==> src/rtl/hz_pkg.sv <==
package hz_pkg;

    typedef enum logic [1:0] {
        OPND_REGFILE  = 2'b00,
        OPND_FROM_WB  = 2'b01,
        OPND_FROM_ALU = 2'b10
    } opnd_sel_e;

    typedef struct packed {
        logic pc_wen;
        logic ifid_wen;
        logic bubble_sel;
    } stall_ctl_t;

    localparam stall_ctl_t STALL_RUN    = '{pc_wen: 1'b1, ifid_wen: 1'b1, bubble_sel: 1'b0};
    localparam stall_ctl_t STALL_BUBBLE = '{pc_wen: 1'b0, ifid_wen: 1'b0, bubble_sel: 1'b1};

endpackage

==> src/rtl/hz_src_match.sv <==
module hz_src_match #(
    parameter int AW       = 5,
    parameter int ZERO_REG = 31
) (
    input  logic [AW-1:0] src,
    input  logic [AW-1:0] dst,
    input  logic          wen,
    output logic          hit
);
    localparam logic [AW-1:0] ZR = AW'(ZERO_REG);

    always_comb begin
        hit = wen && (dst != ZR) && (dst == src);
    end
endmodule

==> src/rtl/hz_opnd_sel.sv <==
module hz_opnd_sel
    import hz_pkg::*;
#(
    parameter int AW       = 5,
    parameter int ZERO_REG = 31
) (
    input  logic [AW-1:0] src,
    input  logic [AW-1:0] alu_dst,
    input  logic          alu_wen,
    input  logic [AW-1:0] wb_dst,
    input  logic          wb_wen,
    output opnd_sel_e     sel
);
    logic hit_alu;
    logic hit_wb;

    hz_src_match #(.AW(AW), .ZERO_REG(ZERO_REG)) u_m_alu (
        .src (src),
        .dst (alu_dst),
        .wen (alu_wen),
        .hit (hit_alu)
    );

    hz_src_match #(.AW(AW), .ZERO_REG(ZERO_REG)) u_m_wb (
        .src (src),
        .dst (wb_dst),
        .wen (wb_wen),
        .hit (hit_wb)
    );

    // Newer producer (one stage ahead) wins over the older one.
    always_comb begin
        unique case ({hit_alu, hit_wb})
            2'b10, 2'b11: sel = OPND_FROM_ALU;
            2'b01:        sel = OPND_FROM_WB;
            default:      sel = OPND_REGFILE;
        endcase
    end
endmodule

==> src/rtl/hz_load_use.sv <==
module hz_load_use
    import hz_pkg::*;
#(
    parameter int AW       = 5,
    parameter int ZERO_REG = 31,
    parameter int NUM_SRC  = 2
) (
    input  logic [NUM_SRC-1:0][AW-1:0] id_srcs,
    input  logic [AW-1:0]              ex_dst,
    input  logic                       ex_is_load,
    output stall_ctl_t                 ctl
);
    logic [NUM_SRC-1:0] src_hit;

    for (genvar i = 0; i < NUM_SRC; i++) begin : g_src
        hz_src_match #(.AW(AW), .ZERO_REG(ZERO_REG)) u_m (
            .src (id_srcs[i]),
            .dst (ex_dst),
            .wen (ex_is_load),
            .hit (src_hit[i])
        );
    end

    always_comb begin
        ctl = (|src_hit) ? STALL_BUBBLE : STALL_RUN;
    end
endmodule

==> src/rtl/hz_ctrl_unit.sv <==
module hz_ctrl_unit
    import hz_pkg::*;
#(
    parameter int AW       = 5,
    parameter int ZERO_REG = 31
) (
    input  logic [AW-1:0] id_src_a,
    input  logic [AW-1:0] id_src_b,
    input  logic [AW-1:0] ex_src_a,
    input  logic [AW-1:0] ex_src_b,
    input  logic [AW-1:0] ex_dst,
    input  logic          ex_is_load,
    input  logic [AW-1:0] alu_dst,
    input  logic          alu_wen,
    input  logic [AW-1:0] wb_dst,
    input  logic          wb_wen,
    output logic [1:0]    fwd_a,
    output logic [1:0]    fwd_b,
    output logic          pc_wen,
    output logic          ifid_wen,
    output logic          bubble_sel
);
    localparam int NUM_OPND = 2;

    logic [NUM_OPND-1:0][AW-1:0] ex_srcs;
    logic [NUM_OPND-1:0][AW-1:0] id_srcs;
    opnd_sel_e                   sel [NUM_OPND];
    stall_ctl_t                  stall;

    assign ex_srcs = {ex_src_b, ex_src_a};
    assign id_srcs = {id_src_b, id_src_a};

    for (genvar k = 0; k < NUM_OPND; k++) begin : g_opnd
        hz_opnd_sel #(.AW(AW), .ZERO_REG(ZERO_REG)) u_sel (
            .src     (ex_srcs[k]),
            .alu_dst (alu_dst),
            .alu_wen (alu_wen),
            .wb_dst  (wb_dst),
            .wb_wen  (wb_wen),
            .sel     (sel[k])
        );
    end

    hz_load_use #(.AW(AW), .ZERO_REG(ZERO_REG), .NUM_SRC(NUM_OPND)) u_lu (
        .id_srcs    (id_srcs),
        .ex_dst     (ex_dst),
        .ex_is_load (ex_is_load),
        .ctl        (stall)
    );

    always_comb begin
        fwd_a      = sel[0];
        fwd_b      = sel[1];
        pc_wen     = stall.pc_wen;
        ifid_wen   = stall.ifid_wen;
        bubble_sel = stall.bubble_sel;
    end
endmodule

==> config.mk <==
export PLATFORM = sky130hd
export DESIGN_NAME = hz_ctrl_unit
export DESIGN_NICKNAME = d
export VERILOG_FILES = /design/src/rtl/hz_pkg.sv /design/src/rtl/hz_src_match.sv /design/src/rtl/hz_opnd_sel.sv /design/src/rtl/hz_load_use.sv /design/src/rtl/hz_ctrl_unit.sv
export SDC_FILE = /design/constraint.sdc
export NUM_CORES = 1
export LEC_CHECK = 0
export ABC_AREA = 1
export BUFFER_PORTS_ARGS = -buffer_cell sky130_fd_sc_hd__buf_2
export CAP_MARGIN = 20
export CORE_UTILIZATION = 39
export DETAILED_ROUTE_END_ITERATION = 10
export GPL_ROUTABILITY_DRIVEN = 0
export PLACE_DENSITY = 0.82
export SLEW_MARGIN = 20
export SYNTH_ARGS = -nofsm -noshare
export SYNTH_HDL_FRONTEND = slang
export SYNTH_SLANG_ARGS = --single-unit
==> constraint.sdc <==
create_clock -name vclk -period 0.86
set_input_delay 0.172 -clock vclk [all_inputs]
set_output_delay 0.172 -clock vclk [all_outputs]
set_load 0.01 [all_outputs]
==> metrics.md <==
| Metric | Value |
|---|---|
| Outcome | `complete, but fails checks` |
| Violated checks | `setup timing` |
| Number of hold violations in the final report | `0` |
| Unique masters post-synth | `12` |
| Crit-path leading delay family | `simple AND/OR/NAND/NOR gates` |
| Die width | `41.1 um` |
| Cell count of the worst hold path | `4` |
| Floorplan core area | `1370 sq um` |
| Number of global-route vias before repair | `883` |
| Initial antenna violation count | `0` |
| Die outline height | `41.1 um` |
| Post-synth design cell area | `596 sq um` |
| Maximum VDD drop | `0.330 mV` |
| Total chip power | `0.628 mW` |
| Starting DRT DRC Count | `21` |
| Unrepaired setup endpoints after global routing | `yes` |
| Leakage power | `0.667 nW` |
| Biggest cell delay along the critical path | `0.14 ns` |
| Met3 track demand over resource in global routing | `0.0163` |
| Critical Path AT | `1.00 ns` |
| Aggregate routed wire length | `2.94 mm` |
| Number of cells produced by synthesis | `126` |
| Cell-by-cell listing of the critical path | `buf_6, inv_1, nand2_1, nand2_1, inv_1, nand2_1, nor2_1, nand3_1, nand2_1, buf_6` |
| Crit Path Category | `in -> out` |
| Fraction of power consumed by the clock network | `0` |
| Internal power | `0.318 mW` |
| Area of all placed cells without fillers | `1210 sq um` |
| Global routing's busiest layer | `met2` |
| Filler cell count | `73` |
| Cell count after placement | `186` |
| Hold/Removal Path Class | `in -> out` |
| Final routed DRC violation total | `0` |
| Achievable clock frequency | `854 MHz` |
| Detailed placement HPWL | `1.45 mm` |
| Site Rows | `13` |
| Count of final max-slew check failures | `0` |
| Wire length of the first global-routing pass | `3.23 mm` |
| Dominant cell type by count on the critical path | `sky130_fd_sc_hd__nand2_1` |
| Average cell area after synthesis | `4.73 sq um` |
| Portion of total power attributed to sequential cells | `0` |
| Tot GR Track Use | `0.289` |
| Worst-margin pin slew | `0.187 ns` |
| Largest fanout of any net on the critical path | `4` |
| Final standard cell count with taps included and fillers excluded | `187` |
| Seq Cell Count | `0` |
| Ratio of total power to cell area | `521 nW/um^2` |
| Number of hold buffers added after CTS | `0` |
| Final-report setup violation count | `7` |
| Data required time of the critical path | `0.69 ns` |
| CP Depth | `10` |
| Worst min-delay path startpoint | `alu_wen` |
| Least setup slack across all paths after layout | `-0.311 ns` |
| Maximum number of pins on one net before global-route repair | `5` |
| Total number of nets in the final design | `212` |
| M1 GR Usage | `0.233` |
| Crit end category | `output pin` |
| Power dissipated by switching net loads | `0.310 mW` |
| Part of the total power dissipated in combinational logic | `1.000` |
| End point of the critical path | `bubble_sel` |
| Accumulated negative setup slack | `-1.90 ns` |
| Via-to-Cell Ratio | `5.54` |
| Final min period | `1.17 ns` |
| Buffers and inverters on the worst path | `4` |
| 1st-pass router iterations | `4` |
| Average wire per standard cell | `15.7 um` |
| Fraction of power spent switching nets | `0.493` |
| Placed Area | `842 sq um` |
| ANT nets after route | `0` |
| Number of clock buffers in the layout | `0` |
| Area growth from synthesis to layout | `103%` |
| Initial cell density of the core | `0.436` |
| Number of top-level design ports | `45` |
| Number of warnings issued by yosys | `0` |
| Worst setup path startpoint | `ex_dst[1]` |
| Area enclosed by the die boundary | `1690 sq um` |
| Final antenna diode count | `0` |
| Startpoint type of the worst setup path | `input port` |
| Period Utilization, post-route | `1.36` |
| Area taken by flip-flops and latches | `0 sq um` |
| Critical-path top delay cell | `sky130_fd_sc_hd__nor2_1` |
| Total grt overflow | `0` |
| Maximum Capacitance Violations | `0` |
| Slew Limit Headroom | `0.875` |
| Count of buffers inserted at the top-level ports | `45` |
| Met2 global-route usage | `0.629` |
| Layout cell share with drive strength beyond 1 | `0.576` |
| Via total after detailed routing | `1036` |
| Share of synthesized area occupied by flip-flops and latches | `0` |
| Syn nets | `164` |
-- cell usage in the layout, fill, tap and decap left out --
cell type	count
sky130_fd_sc_hd__buf_4	3
sky130_fd_sc_hd__xor2_1	8
sky130_fd_sc_hd__xnor2_1	3
sky130_fd_sc_hd__xnor2_4	3
sky130_fd_sc_hd__nand2_2	20
sky130_fd_sc_hd__inv_4	3
sky130_fd_sc_hd__buf_6	16
sky130_fd_sc_hd__nor2_1	12
sky130_fd_sc_hd__buf_2	20
sky130_fd_sc_hd__xor2_2	1
sky130_fd_sc_hd__nand2_1	29
sky130_fd_sc_hd__nor2_2	6
sky130_fd_sc_hd__buf_12	1
sky130_fd_sc_hd__nand3_2	2
sky130_fd_sc_hd__inv_2	12
sky130_fd_sc_hd__buf_8	7
sky130_fd_sc_hd__nor2_4	2
sky130_fd_sc_hd__nand4_1	2
sky130_fd_sc_hd__xnor2_2	2
sky130_fd_sc_hd__o21a_1	2
sky130_fd_sc_hd__nand3_1	7
sky130_fd_sc_hd__o21ai_2	1
sky130_fd_sc_hd__inv_1	10
-- per-layer routing --
metal  wire length, um  vias to the layer above
met5                 0                        -
met4               267                        0
met3               184                       36
met2              1610                       71
met1               882                      458
li1                  -                      471
-- through the flow --
stage | hold WS [ns] | setup slack (ns) | utilization
5_1_grt | 0.725 | -0.408 | 0.883
4_1_cts | 0.692 | -0.248 | 0.752
6_report | 0.711 | -0.311 | 0.883
3_3_place_gp | 0.697 | -0.289 | 0.616
2_1_floorplan | 0.459 | -0.0889 | -
3_5_place_dp | 0.694 | -0.291 | 0.616
-- worst min-delay path by stage --
stage	slack, ns	end
CTS	0.69	fwd_a[1]
global route	0.73	fwd_a[1]
floorplan	0.46	fwd_a[1]
finish	0.71	fwd_a[1]
detailed placement	0.69	fwd_a[1]
global placement	0.70	fwd_a[1]
-- power groups by stage --
| stage | logic, mW | registers, mW | clock network (mW) |
|---|---|---|---|
| 6_report | 0.628 | 0 | 0 |
| 5_1_grt | 0.679 | 0 | 0 |
| 3_3_place_gp | 0.365 | 0 | 0 |
| 4_1_cts | 0.472 | 0 | 0 |
| 3_5_place_dp | 0.376 | 0 | 0 |
| 2_1_floorplan | 0.204 | 0 | 0 |
-- timing repair --
| item | CTS | global route |
|---|---|---|
| resized for setup | 42 | 55 |
| pin swaps | 26 | 28 |
| setup buffers | 1 | 0 |
| endpoints found under the setup margin | 7 | 7 |
-- layout make-up --
cell class / count / area [sq um] / share of cell area
multi-input cells: 100 / 658 / 0.546
repair buffers: 47 / 428 / 0.355
inverters: 25 / 101 / 0.0840
well taps: 15 / 18.8 / 0.0156
-- worst min-delay path: stages --
cell,delay [ns]
sky130_fd_sc_hd__buf_2,0.10
sky130_fd_sc_hd__o21ai_2,0.08
sky130_fd_sc_hd__nor2_2,0.05
sky130_fd_sc_hd__buf_2,0.13
-- Yosys cell counts --
library cell,instances,area (sq um)
sky130_fd_sc_hd__buf_4,1,7.51
sky130_fd_sc_hd__inv_1,23,86.3
sky130_fd_sc_hd__inv_2,2,7.51
sky130_fd_sc_hd__nand2_1,49,184
sky130_fd_sc_hd__nand3_1,9,45.0
sky130_fd_sc_hd__nand4_1,2,12.5
sky130_fd_sc_hd__nor2_1,18,67.6
sky130_fd_sc_hd__nor2_2,2,12.5
sky130_fd_sc_hd__o21a_1,2,15.0
sky130_fd_sc_hd__o21ai_2,1,8.76
sky130_fd_sc_hd__xnor2_1,8,70.1
sky130_fd_sc_hd__xor2_1,9,78.8
-- cells by family (layout without fill, tap and decap cells) --
logic type / after synthesis / after routing / share of synthesized area
simple gates: 80 / 80 / 0.540
compound gates: 3 / 3 / 0.0399
xor+xnor: 17 / 17 / 0.250
buf+inv: 26 / 72 / 0.170
No activity file was read; power rests on OpenSTA's default activity.
